**config.mk**
```make
export PLATFORM = sky130hd
export DESIGN_NAME = trap_ctrl_unit
export DESIGN_NICKNAME = d
export VERILOG_FILES = /design/src/rtl/trap_pkg.sv /design/src/rtl/trap_rst_sync.sv /design/src/rtl/trap_event_dec.sv /design/src/rtl/trap_csr_regs.sv /design/src/rtl/trap_redirect.sv /design/src/rtl/trap_ctrl_unit.sv
export SDC_FILE = /design/constraint.sdc
export NUM_CORES = 1
export LEC_CHECK = 0
export CORE_MARGIN = 5
export CORE_UTILIZATION = 35
export CTS_CLUSTER_SIZE = 20
export DETAILED_ROUTE_END_ITERATION = 10
export DONT_BUFFER_PORTS = 1
export GPL_ROUTABILITY_DRIVEN = 0
export PLACE_DENSITY = 0.55
export SLEW_MARGIN = 20
export SYNTH_ARGS = -nofsm -noshare
export SYNTH_HDL_FRONTEND = slang
export SYNTH_HIERARCHICAL = 1
export SYNTH_SLANG_ARGS = --single-unit
export TNS_END_PERCENT = 100
```
**constraint.sdc**
```tcl
create_clock -name clk -period 6.3 [get_ports clk]
set_input_delay 0 -clock clk [delete_from_list [all_inputs] [get_ports clk]]
set_output_delay 0 -clock clk [all_outputs]
set_load 0.02 [all_outputs]
```
**src/rtl/trap_pkg.sv**
```systemverilog
package trap_pkg;
  localparam int unsigned CSR_AW = 12;

  localparam logic [CSR_AW-1:0] A_STATUS  = 12'h300;
  localparam logic [CSR_AW-1:0] A_VECTOR  = 12'h305;
  localparam logic [CSR_AW-1:0] A_SCRATCH = 12'h340;
  localparam logic [CSR_AW-1:0] A_EPC     = 12'h341;
  localparam logic [CSR_AW-1:0] A_CAUSE   = 12'h342;
  localparam logic [CSR_AW-1:0] A_TVAL    = 12'h343;

  localparam int unsigned BIT_IE     = 3;
  localparam int unsigned BIT_PIE    = 7;
  localparam int unsigned BIT_PP_LO  = 11;
  localparam int unsigned PRIV_W     = 2;

  typedef enum logic [PRIV_W-1:0] {
    PRIV_USER    = 2'b00,
    PRIV_SUPER   = 2'b01,
    PRIV_RSVD    = 2'b10,
    PRIV_MACHINE = 2'b11
  } priv_e;
endpackage

```
**src/rtl/trap_rst_sync.sv**
```systemverilog
module trap_rst_sync #(
  parameter int unsigned STAGES = 2
) (
  input  logic clk,
  input  logic rst_n_in,
  output logic rst_n_out
);
  logic [STAGES-1:0] sync_q;
  logic [STAGES-1:0] sync_d;

  always_comb sync_d = {sync_q[STAGES-2:0], 1'b1};

  always_ff @(posedge clk or negedge rst_n_in) begin
    if (!rst_n_in) sync_q <= '0;
    else           sync_q <= sync_d;
  end

  assign rst_n_out = sync_q[STAGES-1];
endmodule

```
**src/rtl/trap_event_dec.sv**
```systemverilog
module trap_event_dec (
  input  logic clk,
  input  logic rst_n,
  input  logic exc_valid,
  input  logic mret_valid,
  input  logic csr_we,
  output logic do_entry,
  output logic do_ret,
  output logic csr_we_ok
);
  always_comb begin
    do_entry  = exc_valid;
    do_ret    = mret_valid && !exc_valid;
    csr_we_ok = csr_we && !exc_valid && !mret_valid;
  end


  entry_ret_excl_chk: assert property (@(posedge clk) disable iff (!rst_n)
    $onehot0({do_entry, do_ret}));


  exc_wins_chk: assert property (@(posedge clk) disable iff (!rst_n)
    (exc_valid && mret_valid) |-> (do_entry && !do_ret));


  csr_drop_chk: assert property (@(posedge clk) disable iff (!rst_n)
    (exc_valid || mret_valid) |-> !csr_we_ok);
endmodule

```
**src/rtl/trap_csr_regs.sv**
```systemverilog
module trap_csr_regs
  import trap_pkg::*;
#(
  parameter int unsigned XLEN = 32
) (
  input  logic              clk,
  input  logic              rst_n,
  input  logic              do_entry,
  input  logic              do_ret,
  input  logic [XLEN-1:0]   exc_cause,
  input  logic [XLEN-1:0]   exc_pc,
  input  logic [XLEN-1:0]   exc_tval,
  input  logic [PRIV_W-1:0] cur_priv,
  input  logic              csr_we,
  input  logic [CSR_AW-1:0] csr_addr,
  input  logic [XLEN-1:0]   csr_wdata,
  output logic [XLEN-1:0]   csr_rdata,
  output logic              ie_o,
  output logic [PRIV_W-1:0] pp_o,
  output logic [XLEN-1:0]   tvec_o,
  output logic [XLEN-1:0]   epc_o
);
  localparam int unsigned ALIGN_W = 2;

  logic              ie_q, ie_d;
  logic              pie_q, pie_d;
  logic [PRIV_W-1:0] pp_q, pp_d;
  logic [XLEN-1:0]   tvec_q, tvec_d;
  logic [XLEN-1:0]   scr_q, scr_d;
  logic [XLEN-1:0]   epc_q, epc_d;
  logic [XLEN-1:0]   cause_q, cause_d;
  logic [XLEN-1:0]   tval_q, tval_d;
  logic [XLEN-1:0]   status_rd;

  always_comb begin
    status_rd = '0;
    status_rd[BIT_IE]  = ie_q;
    status_rd[BIT_PIE] = pie_q;
    status_rd[BIT_PP_LO +: PRIV_W] = pp_q;
  end

  // next state: trap events take the whole register set in one step
  always_comb begin
    ie_d    = ie_q;
    pie_d   = pie_q;
    pp_d    = pp_q;
    tvec_d  = tvec_q;
    scr_d   = scr_q;
    epc_d   = epc_q;
    cause_d = cause_q;
    tval_d  = tval_q;
    if (do_entry) begin
      epc_d   = exc_pc;
      cause_d = exc_cause;
      tval_d  = exc_tval;
      pp_d    = cur_priv;
      pie_d   = ie_q;
      ie_d    = 1'b0;
    end else if (do_ret) begin
      ie_d    = pie_q;
      pie_d   = 1'b1;
    end else if (csr_we) begin
      unique case (csr_addr)
        A_STATUS: begin
          ie_d  = csr_wdata[BIT_IE];
          pie_d = csr_wdata[BIT_PIE];
          pp_d  = csr_wdata[BIT_PP_LO +: PRIV_W];
        end
        A_VECTOR:  tvec_d  = {csr_wdata[XLEN-1:ALIGN_W], {ALIGN_W{1'b0}}};
        A_SCRATCH: scr_d   = csr_wdata;
        A_EPC:     epc_d   = csr_wdata;
        A_CAUSE:   cause_d = csr_wdata;
        A_TVAL:    tval_d  = csr_wdata;
        default: ;
      endcase
    end
  end

  always_ff @(posedge clk or negedge rst_n) begin
    if (!rst_n) begin
      ie_q    <= 1'b0;
      pie_q   <= 1'b0;
      pp_q    <= PRIV_MACHINE;
      tvec_q  <= '0;
      scr_q   <= '0;
      epc_q   <= '0;
      cause_q <= '0;
      tval_q  <= '0;
    end else begin
      ie_q    <= ie_d;
      pie_q   <= pie_d;
      pp_q    <= pp_d;
      tvec_q  <= tvec_d;
      scr_q   <= scr_d;
      epc_q   <= epc_d;
      cause_q <= cause_d;
      tval_q  <= tval_d;
    end
  end

  always_comb begin
    unique case (csr_addr)
      A_STATUS:  csr_rdata = status_rd;
      A_VECTOR:  csr_rdata = tvec_q;
      A_SCRATCH: csr_rdata = scr_q;
      A_EPC:     csr_rdata = epc_q;
      A_CAUSE:   csr_rdata = cause_q;
      A_TVAL:    csr_rdata = tval_q;
      default:   csr_rdata = '0;
    endcase
  end

  assign ie_o   = ie_q;
  assign pp_o   = pp_q;
  assign tvec_o = tvec_q;
  assign epc_o  = epc_q;


  ie_clear_chk: assert property (@(posedge clk) disable iff (!rst_n)
    do_entry |=> (!ie_q && pie_q == $past(ie_q)));


  pie_set_chk: assert property (@(posedge clk) disable iff (!rst_n)
    do_ret |=> (pie_q && ie_q == $past(pie_q)));


  pp_capture_chk: assert property (@(posedge clk) disable iff (!rst_n)
    do_entry |=> (pp_q == $past(cur_priv)));


  epc_capture_chk: assert property (@(posedge clk) disable iff (!rst_n)
    do_entry |=> (epc_q == $past(exc_pc) && cause_q == $past(exc_cause)
                  && tval_q == $past(exc_tval)));
endmodule

```
**src/rtl/trap_redirect.sv**
```systemverilog
module trap_redirect #(
  parameter int unsigned XLEN = 32
) (
  input  logic            clk,
  input  logic            rst_n,
  input  logic            do_entry,
  input  logic            do_ret,
  input  logic [XLEN-1:0] tvec,
  input  logic [XLEN-1:0] epc,
  output logic            redir_valid,
  output logic [XLEN-1:0] redir_pc
);
  logic            vld_q, vld_d;
  logic [XLEN-1:0] pc_q, pc_d;

  always_comb begin
    vld_d = do_entry || do_ret;
    pc_d  = pc_q;
    if (do_entry)    pc_d = tvec;
    else if (do_ret) pc_d = epc;
  end

  always_ff @(posedge clk or negedge rst_n) begin
    if (!rst_n) begin
      vld_q <= 1'b0;
      pc_q  <= '0;
    end else begin
      vld_q <= vld_d;
      pc_q  <= pc_d;
    end
  end

  assign redir_valid = vld_q;
  assign redir_pc    = pc_q;


  redir_pulse_chk: assert property (@(posedge clk) disable iff (!rst_n)
    (do_entry || do_ret) |=> redir_valid);


  redir_idle_chk: assert property (@(posedge clk) disable iff (!rst_n)
    !(do_entry || do_ret) |=> !redir_valid);


  vec_align_chk: assert property (@(posedge clk) disable iff (!rst_n)
    do_entry |=> (redir_pc[1:0] == 2'b00));
endmodule

```
**src/rtl/trap_ctrl_unit.sv**
```systemverilog
module trap_ctrl_unit
  import trap_pkg::*;
#(
  parameter int unsigned XLEN       = 32,
  parameter int unsigned RST_STAGES = 2
) (
  input  logic              clk,
  input  logic              rst_n,
  input  logic              exc_valid,
  input  logic [XLEN-1:0]   exc_cause,
  input  logic [XLEN-1:0]   exc_pc,
  input  logic [XLEN-1:0]   exc_tval,
  input  logic [PRIV_W-1:0] cur_priv,
  input  logic              mret_valid,
  input  logic              csr_we,
  input  logic [CSR_AW-1:0] csr_addr,
  input  logic [XLEN-1:0]   csr_wdata,
  output logic [XLEN-1:0]   csr_rdata,
  output logic              redir_valid,
  output logic [XLEN-1:0]   redir_pc,
  output logic              irq_enable,
  output logic [PRIV_W-1:0] restore_priv
);
  logic            rst_sync_n;
  logic            do_entry, do_ret, we_ok;
  logic [XLEN-1:0] tvec, epc;

  trap_rst_sync #(.STAGES(RST_STAGES)) u_rst (
    .clk       (clk),
    .rst_n_in  (rst_n),
    .rst_n_out (rst_sync_n)
  );

  trap_event_dec u_dec (
    .clk        (clk),
    .rst_n      (rst_sync_n),
    .exc_valid  (exc_valid),
    .mret_valid (mret_valid),
    .csr_we     (csr_we),
    .do_entry   (do_entry),
    .do_ret     (do_ret),
    .csr_we_ok  (we_ok)
  );

  trap_csr_regs #(.XLEN(XLEN)) u_regs (
    .clk       (clk),
    .rst_n     (rst_sync_n),
    .do_entry  (do_entry),
    .do_ret    (do_ret),
    .exc_cause (exc_cause),
    .exc_pc    (exc_pc),
    .exc_tval  (exc_tval),
    .cur_priv  (cur_priv),
    .csr_we    (we_ok),
    .csr_addr  (csr_addr),
    .csr_wdata (csr_wdata),
    .csr_rdata (csr_rdata),
    .ie_o      (irq_enable),
    .pp_o      (restore_priv),
    .tvec_o    (tvec),
    .epc_o     (epc)
  );

  trap_redirect #(.XLEN(XLEN)) u_redir (
    .clk         (clk),
    .rst_n       (rst_sync_n),
    .do_entry    (do_entry),
    .do_ret      (do_ret),
    .tvec        (tvec),
    .epc         (epc),
    .redir_valid (redir_valid),
    .redir_pc    (redir_pc)
  );


  both_events_chk: assert property (@(posedge clk) disable iff (!rst_sync_n)
    (exc_valid && mret_valid) |=> (!irq_enable && redir_pc == $past(tvec)));


  restore_priv_chk: assert property (@(posedge clk) disable iff (!rst_sync_n)
    exc_valid |=> (restore_priv == $past(cur_priv)));
endmodule

```
==> run_results.csv <==
group,metric,value,unit
grt,grt_start_max_net_pins,264,
run_status,status,"complete, no violations",
clock_network,htree_levels,4,
clock_network,clock-sinks,197,
worst_setup_path,cp.required,6.61,ns
routing,ant_nets,0,
synthesis,avgSynthCellArea,10.9,um2
routing,wl_per_cell,20.8,um
clock_network,worstSkewPairLatency,0.42,ns
worst_setup_path,crit_arrival,3.39,ns
synthesis,ys_seq_area_share,50.2,%
place,portBuffers,0,
routing,drt_pre_antenna_iters,8,
die,dieArea,31500,um2
worst_setup_path,crit_buf_inv,2,
worst_setup_path,cp_top_family,"simple AND/OR/NAND/NOR gates",
worst_hold_path,min_path_type,"in -> reg",
die,start_util,35.4,%
routing,routed_wl,30200,um
worst_setup_path,worstRegToRegCells,1,
die,die_w,178,um
grt,antenna_found_initial,1,
worst_setup_path,rr_startpoint,"u_rst/sync_q[1]",
die,die_h,178,um
grt,grt_pass1_wl,46600,um
timing,fmax,325,MHz
worst_setup_path,cp-end-kind,"flop",
clock_network,cts_root_buffer,"clkbuf_16",
timing,rsz0062_at_grt,"no",
synthesis,synth_cell_types,47,
clock_network,clk_pin_slew,0.08,ns
worst_setup_path,path_depth,6,
die,row_count,61,
worst_setup_path,path_max_fanout,16,
routing,routed_via_density,5.33,
synthesis,synth_flop_cell,"dfrtp_1",
die,ios,215,
place,place_inst,1221,
clock_network,cts_max_path_buffers,2,
worst_setup_path,crit_start,"csr_addr[10]",
routing,vias,7733,
power_and_ir_drop,p_leak,5.40,nW
clock_network,cts-buffers-inserted,17,
worst_setup_path,worstReg2RegEnd,"u_regs/tvec_o[29]",
grt,grt-ovfl-total,0,
grt,track_usage,18.9,%
timing,finalSetupTns,0,ns
power_and_ir_drop,power_density,230,nW/um2
timing,worst_pin_slew,1.14,ns
final_layout,final_cells,1452,
worst_setup_path,cp-start-kind,"primary input",
final_layout,fin_nets,1207,
worst_setup_path,cp_slowest_cell,"nor4_4",
timing,drv_slew,0,
grt,grt_pass1_vias,7994,
worst_setup_path,crit_type,"in -> reg",
timing,fin_skew,0.00876,ns
worst_setup_path,worstPathCellList,"nand4bb_1 > nor4_4 > buf_4 > mux2i_1 > o21ai_0 > dlygate4sd3_1",
place,detailedPlacementHpwl,17200,um
timing,setup_violations,0,
flow_run,max-cap-violations,0,
die,core_area,27800,um2
routing,drt_iter0_markers,658,
clock_network,cts_resized,0,
timing,maxSlewHeadroom,23.1,%
synthesis,synth.cell_area,9830,um2
timing,period_needed,3.08,ns
synthesis,synth_edf_count,0,
synthesis,synthCells,902,
synthesis,async_flop_share,100,%
power_and_ir_drop,power.ir.vdd_worst,0.000184,V
worst_setup_path,slowest_delay,1.08,ns
worst_setup_path,r2r_slack,4.52,ns
synthesis,ys_ff_latch,197,
final_layout,drive_gt1_share,11.6,%
timing,hold_viol,0,
synthesis,ys_warn_count,6,
timing,fin_crit_sh,48.8,%
routing,drc_errors,0,
clock_network,tritoncts,"done",
worst_setup_path,crit_path_end,"u_regs/epc_o[27]",
final_layout,area_growth_syn_to_layout,28.9,%
## placed cells by master (no fill, tap or decap), types with 5 or more instances in the layout
cell	synthesis	final
dlygate4sd3_1	0	197
dfrtp_1	195	194
nand2_1	181	180
mux2i_1	137	137
o21ai_1	123	123
mux2_2	52	52
a222oi_1	26	26
a22o_1	25	25
clkbuf_16	0	17
buf_4	3	14
o21ai_0	14	14
mux2_1	10	10
a22oi_1	8	8
nor4_4	4	5
## registers in the layout, indices dropped and copies added, names as in the netlist
register	count
u_redir/redir_pc	32
u_regs/cause_q	32
u_regs/epc_o	32
u_regs/scr_q	32
u_regs/tval_q	32
u_regs/tvec_o	30
u_regs/pp_o	2
u_rst/sync_q	2
u_redir/redir_valid	1
u_regs/ie_o	1
u_regs/pie_q	1
## through the flow
stage          hold slack, ns  setup WS (ns)  area [um2]  total power, mW  util [%]
2_1_floorplan          -0.296          0.407        9830             1.57         -
3_3_place_gp           -0.296           3.15       10000             1.59      36.1
3_5_place_dp           -0.296           3.10       10000             1.59      36.1
4_1_cts                0.0809           3.27       12700             2.95      45.6
5_1_grt                 0.105           3.09       12700             3.05      45.6
6_report                0.104           3.22       12700             2.92      45.6
## layout make-up
cell class                      instances  area, um2
Clock buffer                           17        425
Tap cell                              378        473
Antenna cell                            1       2.50
Sequential cell                       197       4940
Timing Repair Buffer                  213       2120
Clock inverter                         15        214
Multi-Input combinational cell        628       4490
Fill cell                            2612      15100
Inverter                                3       11.3
## report_power, final
group / switching [mW] / leakage (nW) / internal (mW)
Combinational: 0.148 / 2.54 / 0.175
Sequential: 0.0692 / 2.55 / 1.33
Clock: 0.547 / 0.314 / 0.647
Total: 0.764 / 5.40 / 2.15
## worst min-delay path by stage
stage / startpoint / to / slack [ns] / cells after the start
3_5_place_dp: rst_n / u_rst/sync_q[0] / -0.30 / 0
4_1_cts: csr_addr[6] / u_regs/ie_o / 0.08 / 4
6_report: csr_addr[6] / u_regs/ie_o / 0.10 / 4
5_1_grt: csr_addr[6] / u_regs/ie_o / 0.10 / 4
2_1_floorplan: rst_n / u_rst/sync_q[0] / -0.30 / 0
3_3_place_gp: rst_n / u_rst/sync_q[0] / -0.30 / 0
## repair_timing
action / 4_1_cts / 5_1_grt
hold endpoints to repair: 197 / 0
setup buffers: 0 / 0
hold buffers: 198 / 0
## metal layers
metal	global-route usage (%)	share of wire, %	up-vias
met5	0	0	-
met4	3.74	1.0	0
met3	3.69	6.1	21
met2	32.2	49	253
met1	25.3	44	3902
li1	-	-	3557
## tightest hold or removal path, delay by kind of cell
family           cells  cell delay [ns]
muxes                1             0.12
and+or+nand+nor      3             0.36
## Yosys cell counts, types with 3 or more instances
master    instances  area [um2]
a222oi_1         26         260
a22o_1           25         219
a22oi_1           8        60.1
and2_1            4        25.0
buf_12            3        60.1
buf_2            19        95.1
buf_4             3        22.5
buf_6            11         124
clkbuf_1         38         143
dfrtp_1         195        4880
inv_1             3        11.3
mux2_1           10         113
mux2_2           52         586
mux2i_1         137        1370
nand2_1         181         679
nand3_1           4        20.0
nor2_1            3        11.3
nor3_1            4        20.0
nor4_4            4        85.1
o21ai_0          14        70.1
o21ai_1         123         616
or2_2             3        18.8
## cells by family (layout without fill, tap and decap cells)
| group | after synthesis | count (layout) | synth area share (%) |
|---|---|---|---|
| AOI/OAI and AO/OA | 200 | 200 | 12.8 |
| buffers and inverters | 78 | 248 | 4.67 |
| DFF | 197 | 197 | 50.2 |
| muxes | 201 | 201 | 21.5 |
| other | 2 | 4 | 0.0764 |
| and+or+nand+nor | 224 | 224 | 10.8 |
Note: power is estimated with default switching activity, not from simulation.
